## src/rtl/timer_pkg.sv

```systemverilog
// Package: register offsets, control bit positions and widths shared
// by the event timer modules. Assumes a 32-bit data bus.
package timer_pkg;
    localparam int unsigned DATA_W     = 32;
    localparam int unsigned DIV_LSB    = 16;
    localparam int unsigned DIV_W      = DATA_W - DIV_LSB;
    localparam int unsigned CTL_RUN    = 0;
    localparam int unsigned CTL_HIT_EN = 1;
    localparam int unsigned CTL_IRQ_EN = 2;
    localparam int unsigned OFS_CTRL   = 'h00;
    localparam int unsigned OFS_MATCH  = 'h18;
    localparam int unsigned OFS_COUNT  = 'h48;
    localparam int unsigned OFS_STATUS = 'h60;
    localparam int unsigned OFS_STRIDE = 4;
endpackage

```

## src/rtl/tick_prescaler.sv

```systemverilog
// Module: tick_prescaler
// Divides the clock into one tick every DIV+1 cycles while enabled.
// Assumes: a restart or a disable returns the phase to zero, so the first
// tick after either comes DIV+1 edges later.
module tick_prescaler #(
    parameter int unsigned DIV_W = 16
) (
    input  logic             clk,
    input  logic             rst_n,
    input  logic             enable,
    input  logic             restart,
    input  logic [DIV_W-1:0] div,
    output logic             tick
);
    logic [DIV_W-1:0] phase;

    assign tick = enable && !restart && (phase == div);

    // Phase counter: counts 0..div, held at zero when idle or restarted.
    always_ff @(posedge clk) begin
        if (!rst_n)                   phase <= '0;
        else if (!enable || restart)  phase <= '0;
        else if (phase == div)        phase <= '0;
        else                          phase <= phase + 1'b1;
    end

    AST_TICK_SPACING: assert property (@(posedge clk) disable iff (!rst_n)
        tick |=> (!tick || div == '0));
endmodule

```

## src/rtl/match_channel.sv

```systemverilog
// Module: match_channel
// One timer channel: prescaler, loadable up-counter and match compare.
// Assumes: a counter write takes precedence over a tick on the same edge.
// The hit pulse is raised in the cycle whose tick moves the counter onto match.
module match_channel #(
    parameter int unsigned CNT_W = 32,
    parameter int unsigned DIV_W = 16
) (
    input  logic             clk,
    input  logic             rst_n,
    input  logic             run,
    input  logic             hit_en,
    input  logic [DIV_W-1:0] div,
    input  logic             cnt_we,
    input  logic [CNT_W-1:0] cnt_wdata,
    input  logic [CNT_W-1:0] match,
    output logic [CNT_W-1:0] count,
    output logic             hit
);
    logic             tick;
    logic [CNT_W-1:0] count_next;

    tick_prescaler #(.DIV_W(DIV_W)) u_presc (
        .clk     (clk),
        .rst_n   (rst_n),
        .enable  (run),
        .restart (cnt_we),
        .div     (div),
        .tick    (tick)
    );

    assign count_next = count + 1'b1;
    assign hit        = tick && hit_en && (count_next == match);

    // Counter register: bus load first, else advance on tick, wrapping.
    always_ff @(posedge clk) begin
        if (!rst_n)       count <= '0;
        else if (cnt_we)  count <= cnt_wdata;
        else if (tick)    count <= count_next;
    end

    AST_STOPPED_HOLDS: assert property (@(posedge clk) disable iff (!rst_n)
        (!run && !cnt_we) |=> $stable(count));
    AST_STEP_ONE: assert property (@(posedge clk) disable iff (!rst_n)
        (run && !cnt_we && $past(count) != count) |-> (count == $past(count) + 1'b1 || $past(cnt_we)));
    AST_LOAD_WINS: assert property (@(posedge clk) disable iff (!rst_n)
        cnt_we |=> count == $past(cnt_wdata));
    AST_HIT_LANDS: assert property (@(posedge clk) disable iff (!rst_n)
        hit |=> count == $past(match));
endmodule

```

## src/rtl/core_event_timer.sv

```systemverilog
// Module: core_event_timer
// NCH one-shot event timers with a shared write-one-to-clear status register
// and one interrupt line per channel, behind a simple 32-bit register bus.
// Assumes: bus reads are combinational on bus_addr; writes take effect on the
// rising edge with bus_wr high. NCH must not exceed 6, so the control block
// does not run into the match block.
module core_event_timer #(
    parameter int unsigned NCH    = 2,
    parameter int unsigned ADDR_W = 8
) (
    input  logic                        clk,
    input  logic                        rst_n,
    input  logic                        bus_wr,
    input  logic [ADDR_W-1:0]           bus_addr,
    input  logic [timer_pkg::DATA_W-1:0] bus_wdata,
    output logic [timer_pkg::DATA_W-1:0] bus_rdata,
    output logic [NCH-1:0]              irq
);
    import timer_pkg::*;

    logic [NCH-1:0]    run, hit_en, irq_en, hit, status, cnt_we;
    logic [DIV_W-1:0]  div     [NCH];
    logic [DATA_W-1:0] match_q [NCH];
    logic [DATA_W-1:0] count   [NCH];
    logic              wr_status;

    assign wr_status = bus_wr && (bus_addr == ADDR_W'(OFS_STATUS));

    for (genvar g = 0; g < NCH; g++) begin : g_ch
        logic wr_ctrl, wr_match;
        assign wr_ctrl   = bus_wr && (bus_addr == ADDR_W'(OFS_CTRL  + OFS_STRIDE * g));
        assign wr_match  = bus_wr && (bus_addr == ADDR_W'(OFS_MATCH + OFS_STRIDE * g));
        assign cnt_we[g] = bus_wr && (bus_addr == ADDR_W'(OFS_COUNT + OFS_STRIDE * g));

        // Control fields of this channel: enables and divider.
        always_ff @(posedge clk) begin
            if (!rst_n) begin
                run[g]    <= 1'b0;
                hit_en[g] <= 1'b0;
                irq_en[g] <= 1'b0;
                div[g]    <= '0;
            end else if (wr_ctrl) begin
                run[g]    <= bus_wdata[CTL_RUN];
                hit_en[g] <= bus_wdata[CTL_HIT_EN];
                irq_en[g] <= bus_wdata[CTL_IRQ_EN];
                div[g]    <= bus_wdata[DATA_W-1:DIV_LSB];
            end
        end

        // Match value of this channel.
        always_ff @(posedge clk) begin
            if (!rst_n)        match_q[g] <= '0;
            else if (wr_match) match_q[g] <= bus_wdata;
        end

        match_channel #(.CNT_W(DATA_W), .DIV_W(DIV_W)) u_chan (
            .clk       (clk),
            .rst_n     (rst_n),
            .run       (run[g]),
            .hit_en    (hit_en[g]),
            .div       (div[g]),
            .cnt_we    (cnt_we[g]),
            .cnt_wdata (bus_wdata),
            .match     (match_q[g]),
            .count     (count[g]),
            .hit       (hit[g])
        );

        // Status bit: a match event sets it and outranks a same-edge clear.
        always_ff @(posedge clk) begin
            if (!rst_n)                         status[g] <= 1'b0;
            else if (hit[g])                    status[g] <= 1'b1;
            else if (wr_status && bus_wdata[g]) status[g] <= 1'b0;
        end

        AST_SET_WINS: assert property (@(posedge clk) disable iff (!rst_n)
            hit[g] |=> status[g]);
        AST_STATUS_SOURCE: assert property (@(posedge clk) disable iff (!rst_n)
            $rose(status[g]) |-> $past(hit[g]));
        AST_W1C_CLEARS: assert property (@(posedge clk) disable iff (!rst_n)
            (wr_status && bus_wdata[g] && !hit[g]) |=> !status[g]);
        AST_W0_KEEPS: assert property (@(posedge clk) disable iff (!rst_n)
            (wr_status && !bus_wdata[g] && status[g]) |=> status[g]);
        AST_IRQ_NEEDS_STATUS: assert property (@(posedge clk) disable iff (!rst_n)
            irq[g] |-> (status[g] && irq_en[g]));
    end

    assign irq = status & irq_en;

    // Read mux: decode the offset to one register, zero elsewhere.
    always_comb begin
        bus_rdata = '0;
        if (bus_addr == ADDR_W'(OFS_STATUS))
            bus_rdata = DATA_W'(status);
        for (int i = 0; i < NCH; i++) begin
            if (bus_addr == ADDR_W'(OFS_CTRL + OFS_STRIDE * i)) begin
                bus_rdata[DATA_W-1:DIV_LSB] = div[i];
                bus_rdata[CTL_RUN]          = run[i];
                bus_rdata[CTL_HIT_EN]       = hit_en[i];
                bus_rdata[CTL_IRQ_EN]       = irq_en[i];
            end
            if (bus_addr == ADDR_W'(OFS_MATCH + OFS_STRIDE * i)) bus_rdata = match_q[i];
            if (bus_addr == ADDR_W'(OFS_COUNT + OFS_STRIDE * i)) bus_rdata = count[i];
        end
    end
endmodule

```

## config.mk

```make
export PLATFORM = sky130hd
export DESIGN_NAME = core_event_timer
export DESIGN_NICKNAME = d
export VERILOG_FILES = /design/src/rtl/timer_pkg.sv /design/src/rtl/tick_prescaler.sv /design/src/rtl/match_channel.sv /design/src/rtl/core_event_timer.sv
export SDC_FILE = /design/constraint.sdc
export NUM_CORES = 1
export LEC_CHECK = 0
export BUFFER_PORTS_ARGS = -buffer_cell sky130_fd_sc_hd__clkbuf_2
export CORE_MARGIN = 1.5
export CORE_UTILIZATION = 60
export CTS_CLUSTER_SIZE = 40
export DETAILED_ROUTE_END_ITERATION = 16
export GPL_ROUTABILITY_DRIVEN = 0
export PLACE_DENSITY = 0.79
export SLEW_MARGIN = 25
export SYNTH_ARGS = -nofsm -noshare
export SYNTH_HDL_FRONTEND = slang
export SYNTH_HIERARCHICAL = 1
export SYNTH_SLANG_ARGS = --single-unit
```

## constraint.sdc

```tcl
create_clock -name clk -period 4.8 [get_ports clk]
set_clock_uncertainty 0.05 [all_clocks]
set_input_delay 0.24 -clock clk [delete_from_list [all_inputs] [get_ports clk]]
set_output_delay 0.24 -clock clk [all_outputs]
set_load 0.03 [all_outputs]
```

---- Word-level counts from Yosys, hierarchy flattened ----
Memory sizes are Yosys's and may differ from the RTL's.
Cells that the tools add are included.
cells by class
  multiplexer cells ....................... 34
  eq/ne operators ......................... 10
  reduce and logical (&&, ||, !) cells .... 30
  add/subtract/negate cells ............... 4
  bitwise logic cells ..................... 6
operators with widths
  operator                                                          count
  32-bit two-way mux                                                10
  32-bit by 1-bit adder with 32-bit output (second input constant)  2
  32-bit == test                                                    2
  16-bit two-way mux                                                4
  16-bit by 1-bit adder with 16-bit output (second input constant)  2
  16-bit == test                                                    2
  8-bit by 7-bit == test with 1-bit output (second input constant)  3
  1-bit logical AND                                                 17
  1-bit two-way mux                                                 17
  8-bit by 5-bit == test with 1-bit output (second input constant)  2
  8-bit by 3-bit == test with 1-bit output (second input constant)  1
  8-bit zero test                                                   1
  2-bit nonzero test                                                4
  3-bit two-way mux                                                 2
  3-bit OR reduction                                                2
  1-bit zero test                                                   4
  1-bit bitwise OR                                                  4
  2-bit bitwise AND                                                 1
  1-bit logical OR                                                  2
  2-bit two-way mux                                                 1
  1-bit NOT                                                         1
word-level totals
  RAM bits ................................ 96
  input bits .............................. 43
  register bits after elaboration ......... 104
  word-level logic and storage cells ...... 98
  memories kept ........................... 2
  output and inout port bits .............. 34
memories
  memory   depth  width  read ports  clocked after memory_dff  wr ports  line                    RTL
  match_q  2      32     2           0                         2         core_event_timer.sv:23  logic [DATA_W-1:0] match_q [NCH];
  div      2      16     2           0                         2         core_event_timer.sv:22  logic [DIV_W-1:0] div [NCH];

---- Logic depth before layout (Yosys ltp) ----
Gate-level depths: netlist of run 1.
  depth after elaboration ................. 8
  mapped depth ............................ 13
  mapped depth without buffers ............ 11

---- By module ----
Netlist of run 1, hierarchy kept.
by module, submodules not included
  module            cells each  times used  area each (um2)
  match_channel     368         2           2,872.8
  core_event_timer  478         1           5,461.5
  tick_prescaler    102         2           922.1

---- Least setup slack after synthesis of run 1 ----
No wires, ideal clock.
  kind .................................... input-to-reg
  start point ............................. in bus_addr[5]
  end point ............................... mem match_q[1][0] (enable)
  stages on the path ...................... 5
  arrival time ............................ 3.472 ns
  required time ........................... 4.284 ns
  library setup time ...................... 0.466 ns
  buffers on the path ..................... 2
  path slack .............................. 0.813 ns
  cells stage by stage .................... buf_2 nor3_2 nand2_1 clkbuf_1 o21ai_0
RTL lines
  item                line                    RTL
  start: declaration  core_event_timer.sv:14  input logic [ADDR_W-1:0] bus_addr,
  end: declaration    core_event_timer.sv:23

==> results of run 1 <==
-- layout make-up --
type / count / area share
clock buffers: 21 / 0.0320
well taps: 275 / 0.0245
repair buffers: 93 / 0.0372
clock inverters: 11 / 0.00623
inverters: 10 / 0.00267
flip-flops and latches: 200 / 0.353
multi-input cells: 1106 / 0.544
-- worst reg2reg max path: stages (launching register included) --
cell,delay [ns]
edfxtp_1,0.46
xnor2_1,0.21
nand4_1,0.18
nor4_4,0.38
and3b_1,0.58
nand4_1,0.20
nor4_1,0.31
o2111ai_1,0.17
or3_1,0.39
nor4_2,0.29
o21a_1,0.16
-- flip-flops by register name, indices dropped and copies added (netlist names) --
register / count
irq_en: 2
run: 2
div: 32
match_q: 64
g_ch.u_chan/u_presc/phase: 32
hit_en: 2
g_ch.u_chan/count: 64
status: 2
-- cells by family (layout without fill, tap and decap cells) --
logic type,count (synthesis),in the layout,synth area share
AO/OA/AOI/OAI,255,255,0.138
buffers and inverters,112,135,0.0371
multiplexers,9,9,0.00709
flip-flops,200,200,0.380
XOR/XNOR,224,224,0.150
adder cells (fa/ha/maj),4,4,0.00383
AND/OR/NAND/NOR,614,614,0.284
-- power breakdown --
part           internal [mW]  switching [mW]  total [mW]  leakage (nW)
logic                 0.0821           0.155       0.238          2.87
clock network          0.689           0.666        1.36         0.267
registers               1.83          0.0479        1.88          1.75
-- layer usage --
metal	track usage	part of all wire	vias up
li1	-	-	5126
met1	0.471	0.40	5396
met2	0.530	0.44	696
met3	0.0697	0.11	126
met4	0.193	0.060	2
met5	0	0.00031	-
-- synthesized netlist by cell type (5+ instances only) --
master      n
buf_2      32
xor2_1     90
o221a_2    15
nor2b_1     8
a31oi_1     6
nand2_1   126
nor3b_1    10
a22oi_1    39
nor2_1     55
nand4_1    54
o211a_1    10
clkbuf_1   60
a221oi_1   15
and2_1    161
nor3_2      6
and3_1     18
nor4_1     15
and4_1      6
dfxtp_1   104
nand4_4     6
buf_4       5
or3_1       9
inv_1      10
o21ai_0    79
nor4_4      9
mux2i_1     7
xnor2_1   134
nand3_1    39
edfxtp_1   96
o21a_1      9
a21oi_1    19
o22ai_1    25
a22o_1     23
nor3_1     47
nand2b_1   12
-- final timing paths --
check                           cells past startpoint            end  slack [ns]          from
worst max-delay path                               10      status[1]        1.38     div[1][0]
worst min-delay path                                2  match_q[1][5]         0.1  bus_wdata[5]
worst max register to register                     10      status[1]        1.38     div[1][0]
worst min register to register                      1      irq_en[1]        0.46     irq_en[1]
-- per-stage QoR --
stage               area [µm²]  setup slack, ns  utilization  total power, mW  std cells
floorplan                13100            0.813            -             2.03       1418
global route             14100             1.26        0.665             3.55       1716
finish                   14100             1.38        0.665             3.47       1716
global placement         13500             1.50        0.637             2.13       1682
detailed placement       13500             1.27        0.638             2.14       1684
CTS                      14000             1.44        0.664             3.47       1716
==> flow_metrics.tcl, run 1 <==
set metrics [dict create \
    outcome "finished clean" \
    slowest_stage "and3b_1" \
    final_common_cell "and2_1" \
    grt.overflow.total 0 \
    drc 0 \
    clock_latency_ns 0.44 \
    fmax_mhz 292 \
    ff_latch_area_um2 4960 \
    path_delay_family "simple AND/OR/NAND/NOR gates" \
    htree_num_levels 4 \
    avgViaCountPerCell 6.61 \
    yosysTopAreaCell "edfxtp_1" \
    start_kind "flop" \
    initial_core_util 0.617 \
    post_cts_buffers 0 \
    track_usage 0.350 \
    cts_made_buffers 17 \
    peakVddDrop_mv 0.195 \
    synth.distinct_cells 63 \
    fp-row-count 53 \
    p_leak_nw 4.88 \
    antenna_found_initial 2 \
    fin_crit_sh 0.713 \
    holdWs_ns 0.0997 \
    cts_hold_buf 0 \
    cts_tree "yes" \
    ys_warn_count 6 \
    worst-path-buf-inv 0 \
    grt_max_degree 66 \
    path_cells "xnor2_1 -> nand4_1 -> nor4_4 -> and3b_1 -> nand4_1 -> nor4_1 -> o2111ai_1 -> or3_1 -> nor4_2 -> o21a_1" \
    drtAntennaViolNets 0 \
    min_path_type "in -> reg" \
    yosys.area.top_type_share 0.221 \
    cp_common_cell "nand4_1" \
    dp_hpwl_um 28500 \
    grt_pass1_vias 10460 \
    grt_pass1_wl_um 59600 \
    fill_cells 1720 \
    drtIter0Drc 1420 \
    via_count 11346 \
    relSlewSlack 0.361 \
    synthFlopType "dfxtp_1" \
    path_class "reg -> reg" \
    syn2layout_area_growth_pct 7.72 \
    syn_area_per_cell_um2 9.20 \
    syn_area_um2 13100 \
    drive_above_1_share 0.133 \
    required_ns 5.13 \
    nets 1475 \
    slew_violations 0 \
    fp.dieArea_um2 22600 \
    rsz0062_at_grt "false" \
    finalSetupViolCount 0 \
    synthArstFlopShare 0 \
    worstSetupEndpointType "flop" \
    cpPeakStageDelay_ns 0.57 \
    final_cell_mix "and2_1, xnor2_1, nand2_1" \
    drv_cap 0 \
    syn-num-nets 1465 \
    synth-edff-count 96 \
    cts-root-buf "clkbuf_16" \
    hold_viol 0 \
    tightest_slew_ns 0.955 \
    core-area_um2 21200 \
    ios 77 \
    clock-sinks 200 \
    ys_seq_area_frac 0.380 \
    firstDrtPassIters 6 \
    die_x_um 150 \
    wl_per_cell_um 22.7 \
    antennaDiodeCount 0 \
    routed_wl_um 39000 \
    io_buffers 76 \
    period_minus_slack_ns 3.42 \
    power.density_nw_per_um2 247 \
    clk_pin_slew_ns 0.07 \
    die_y_um 150 \
    ys_seq_elements 200 \
    multi_input_area_um2 7650 \
    netlist_instances 1418 \
    worstPathArrival_ns 3.76 \
    ctsResizeCount 0 \
    fin_tns_setup_ns 0 \
    clk_path_buf_depth 2 \
    critPathMaxFanout 14 \
    synth_area_leaders "edfxtp_1, dfxtp_1, xnor2_1" \
]
No activity file was read; power rests on OpenSTA's default activity.
==> run 2, diff against run 1 <==
clock period = 3.3 ns   (was 4.8 ns; I/O delays follow)
==> flow_metrics.tcl, run 2 (synthesized netlist as in run 1, its figures left out) <==
set metrics [dict create \
    power.density_nw_per_um2 362 \
    worstPathArrival_ns 3.35 \
    path_delay_family "simple AND/OR/NAND/NOR gates" \
    fp.dieArea_um2 22600 \
    syn2layout_area_growth_pct 9.77 \
    antennaDiodeCount 0 \
    drc 0 \
    core-area_um2 21200 \
    firstDrtPassIters 6 \
    grt_pass1_vias 10469 \
    path_class "reg -> reg" \
    clock_latency_ns 0.45 \
    die_x_um 150 \
    peakVddDrop_mv 0.304 \
    start_kind "flop" \
    clk_path_buf_depth 2 \
    htree_num_levels 4 \
    setup_ws_ns 0.290 \
    io_buffers 76 \
    ctsResizeCount 0 \
    grt_max_degree 66 \
    fp-row-count 53 \
    fin_crit_sh 0.912 \
    fin_tns_setup_ns 0 \
    cts_tree "yes" \
    slowest_stage "dfxtp_1" \
    cts_hold_buf 0 \
    clk_pin_slew_ns 0.08 \
    fmax_mhz 332 \
    grt.overflow.total 0 \
    worst-path-buf-inv 0 \
    via_count 11492 \
    outcome "finished clean" \
    slew_violations 0 \
    drtIter0Drc 1543 \
    path_cells "xnor2_1 -> nand4_1 -> nor4_4 -> and3b_1 -> nand4_1 -> nor4_1 -> o2111ai_1 -> or3_1 -> nor4_2 -> o21a_1" \
    relSlewSlack 0.364 \
    critPathMaxFanout 6 \
    p_total_mw 5.19 \
    grt_pass1_wl_um 60700 \
    wl_per_cell_um 22.9 \
    track_usage 0.359 \
    cts_made_buffers 17 \
    ios 77 \
    drtAntennaViolNets 0 \
    ff_latch_area_um2 4960 \
    final_cell_mix "and2_1, xnor2_1, nand2_1" \
    antenna_found_initial 1 \
    finalSetupViolCount 0 \
    period_minus_slack_ns 3.01 \
    clock-sinks 200 \
    routed_wl_um 40000 \
    fill_cells 1710 \
    final_common_cell "and2_1" \
    drv_cap 0 \
    tightest_slew_ns 0.947 \
    multi_input_area_um2 7630 \
    nets 1508 \
    cts-root-buf "clkbuf_16" \
    cpPeakStageDelay_ns 0.47 \
    dp_hpwl_um 29000 \
    dp_slack_ns 0.349 \
    worstSetupEndpointType "flop" \
    initial_core_util 0.617 \
    die_y_um 150 \
    rsz0062_at_grt "false" \
    avgViaCountPerCell 6.57 \
    p_leak_nw 5.05 \
    hold_viol 0 \
    drive_above_1_share 0.153 \
    required_ns 3.64 \
    post_cts_buffers 0 \
    largestRegisters "g_ch.u_chan/count: 64 flops, match_q: 64 flops" \
    cp_common_cell "nand4_1" \
    min_path_type "in -> reg" \
]
-- run 2: cell types whose count changed in the layout (fill, tap and decap cells not counted), sizes merged --
cell / delta
buf: +33
clkbuf: -4
clkinv: -1
inv: +2
clkinvlp: +2
bufinv: +1
-- run 2: power by group --
part	leakage, nW	switching (mW)	total (mW)	internal [mW]
sequential	1.75	0.0652	2.72	2.66
combinational	3.02	0.231	0.353	0.122
clock	0.279	1.04	2.11	1.07
total	5.05	1.34	5.19	3.85
-- run 2: per-layer routing --
metal  GRT usage  vias up  part of all wire
met1       0.481     5452              0.41
li1            -     5199                 -
met3      0.0603      115              0.10
met4       0.206        2             0.059
met2       0.549      724              0.43
met5           0        -           0.00033
-- run 2: final timing paths --
check,from,slack [ns],cells after the start,to
min,bus_wdata[3],0.02,2,match_q[0][3]
max,g_ch[1].u_chan/u_presc/phase[3],0.29,10,status[1]
max reg2reg,g_ch[1].u_chan/u_presc/phase[3],0.29,10,status[1]
min reg2reg,g_ch[1].u_chan/u_presc/phase[0],0.47,1,g_ch[1].u_chan/u_presc/phase[0]
-- run 2: final cells by class --
cell class / count / area share
Clock buffer: 17 / 0.0297
Inverter: 10 / 0.00262
Sequential cell: 200 / 0.347
Timing Repair Buffer: 126 / 0.0536
Tap cell: 275 / 0.0240
Multi-Input combinational cell: 1106 / 0.532
Clock inverter: 15 / 0.0110
-- run 2: stage by stage --
stage	util	cell area, µm²	hold WS (ns)	instances
2_1_floorplan	-	13100	0.237	1418
3_3_place_gp	0.650	13700	0.439	1717
3_5_place_dp	0.650	13700	0.448	1717
4_1_cts	0.677	14300	0.00468	1749
5_1_grt	0.677	14300	0.0184	1749
6_report	0.677	14300	0.0235	1749
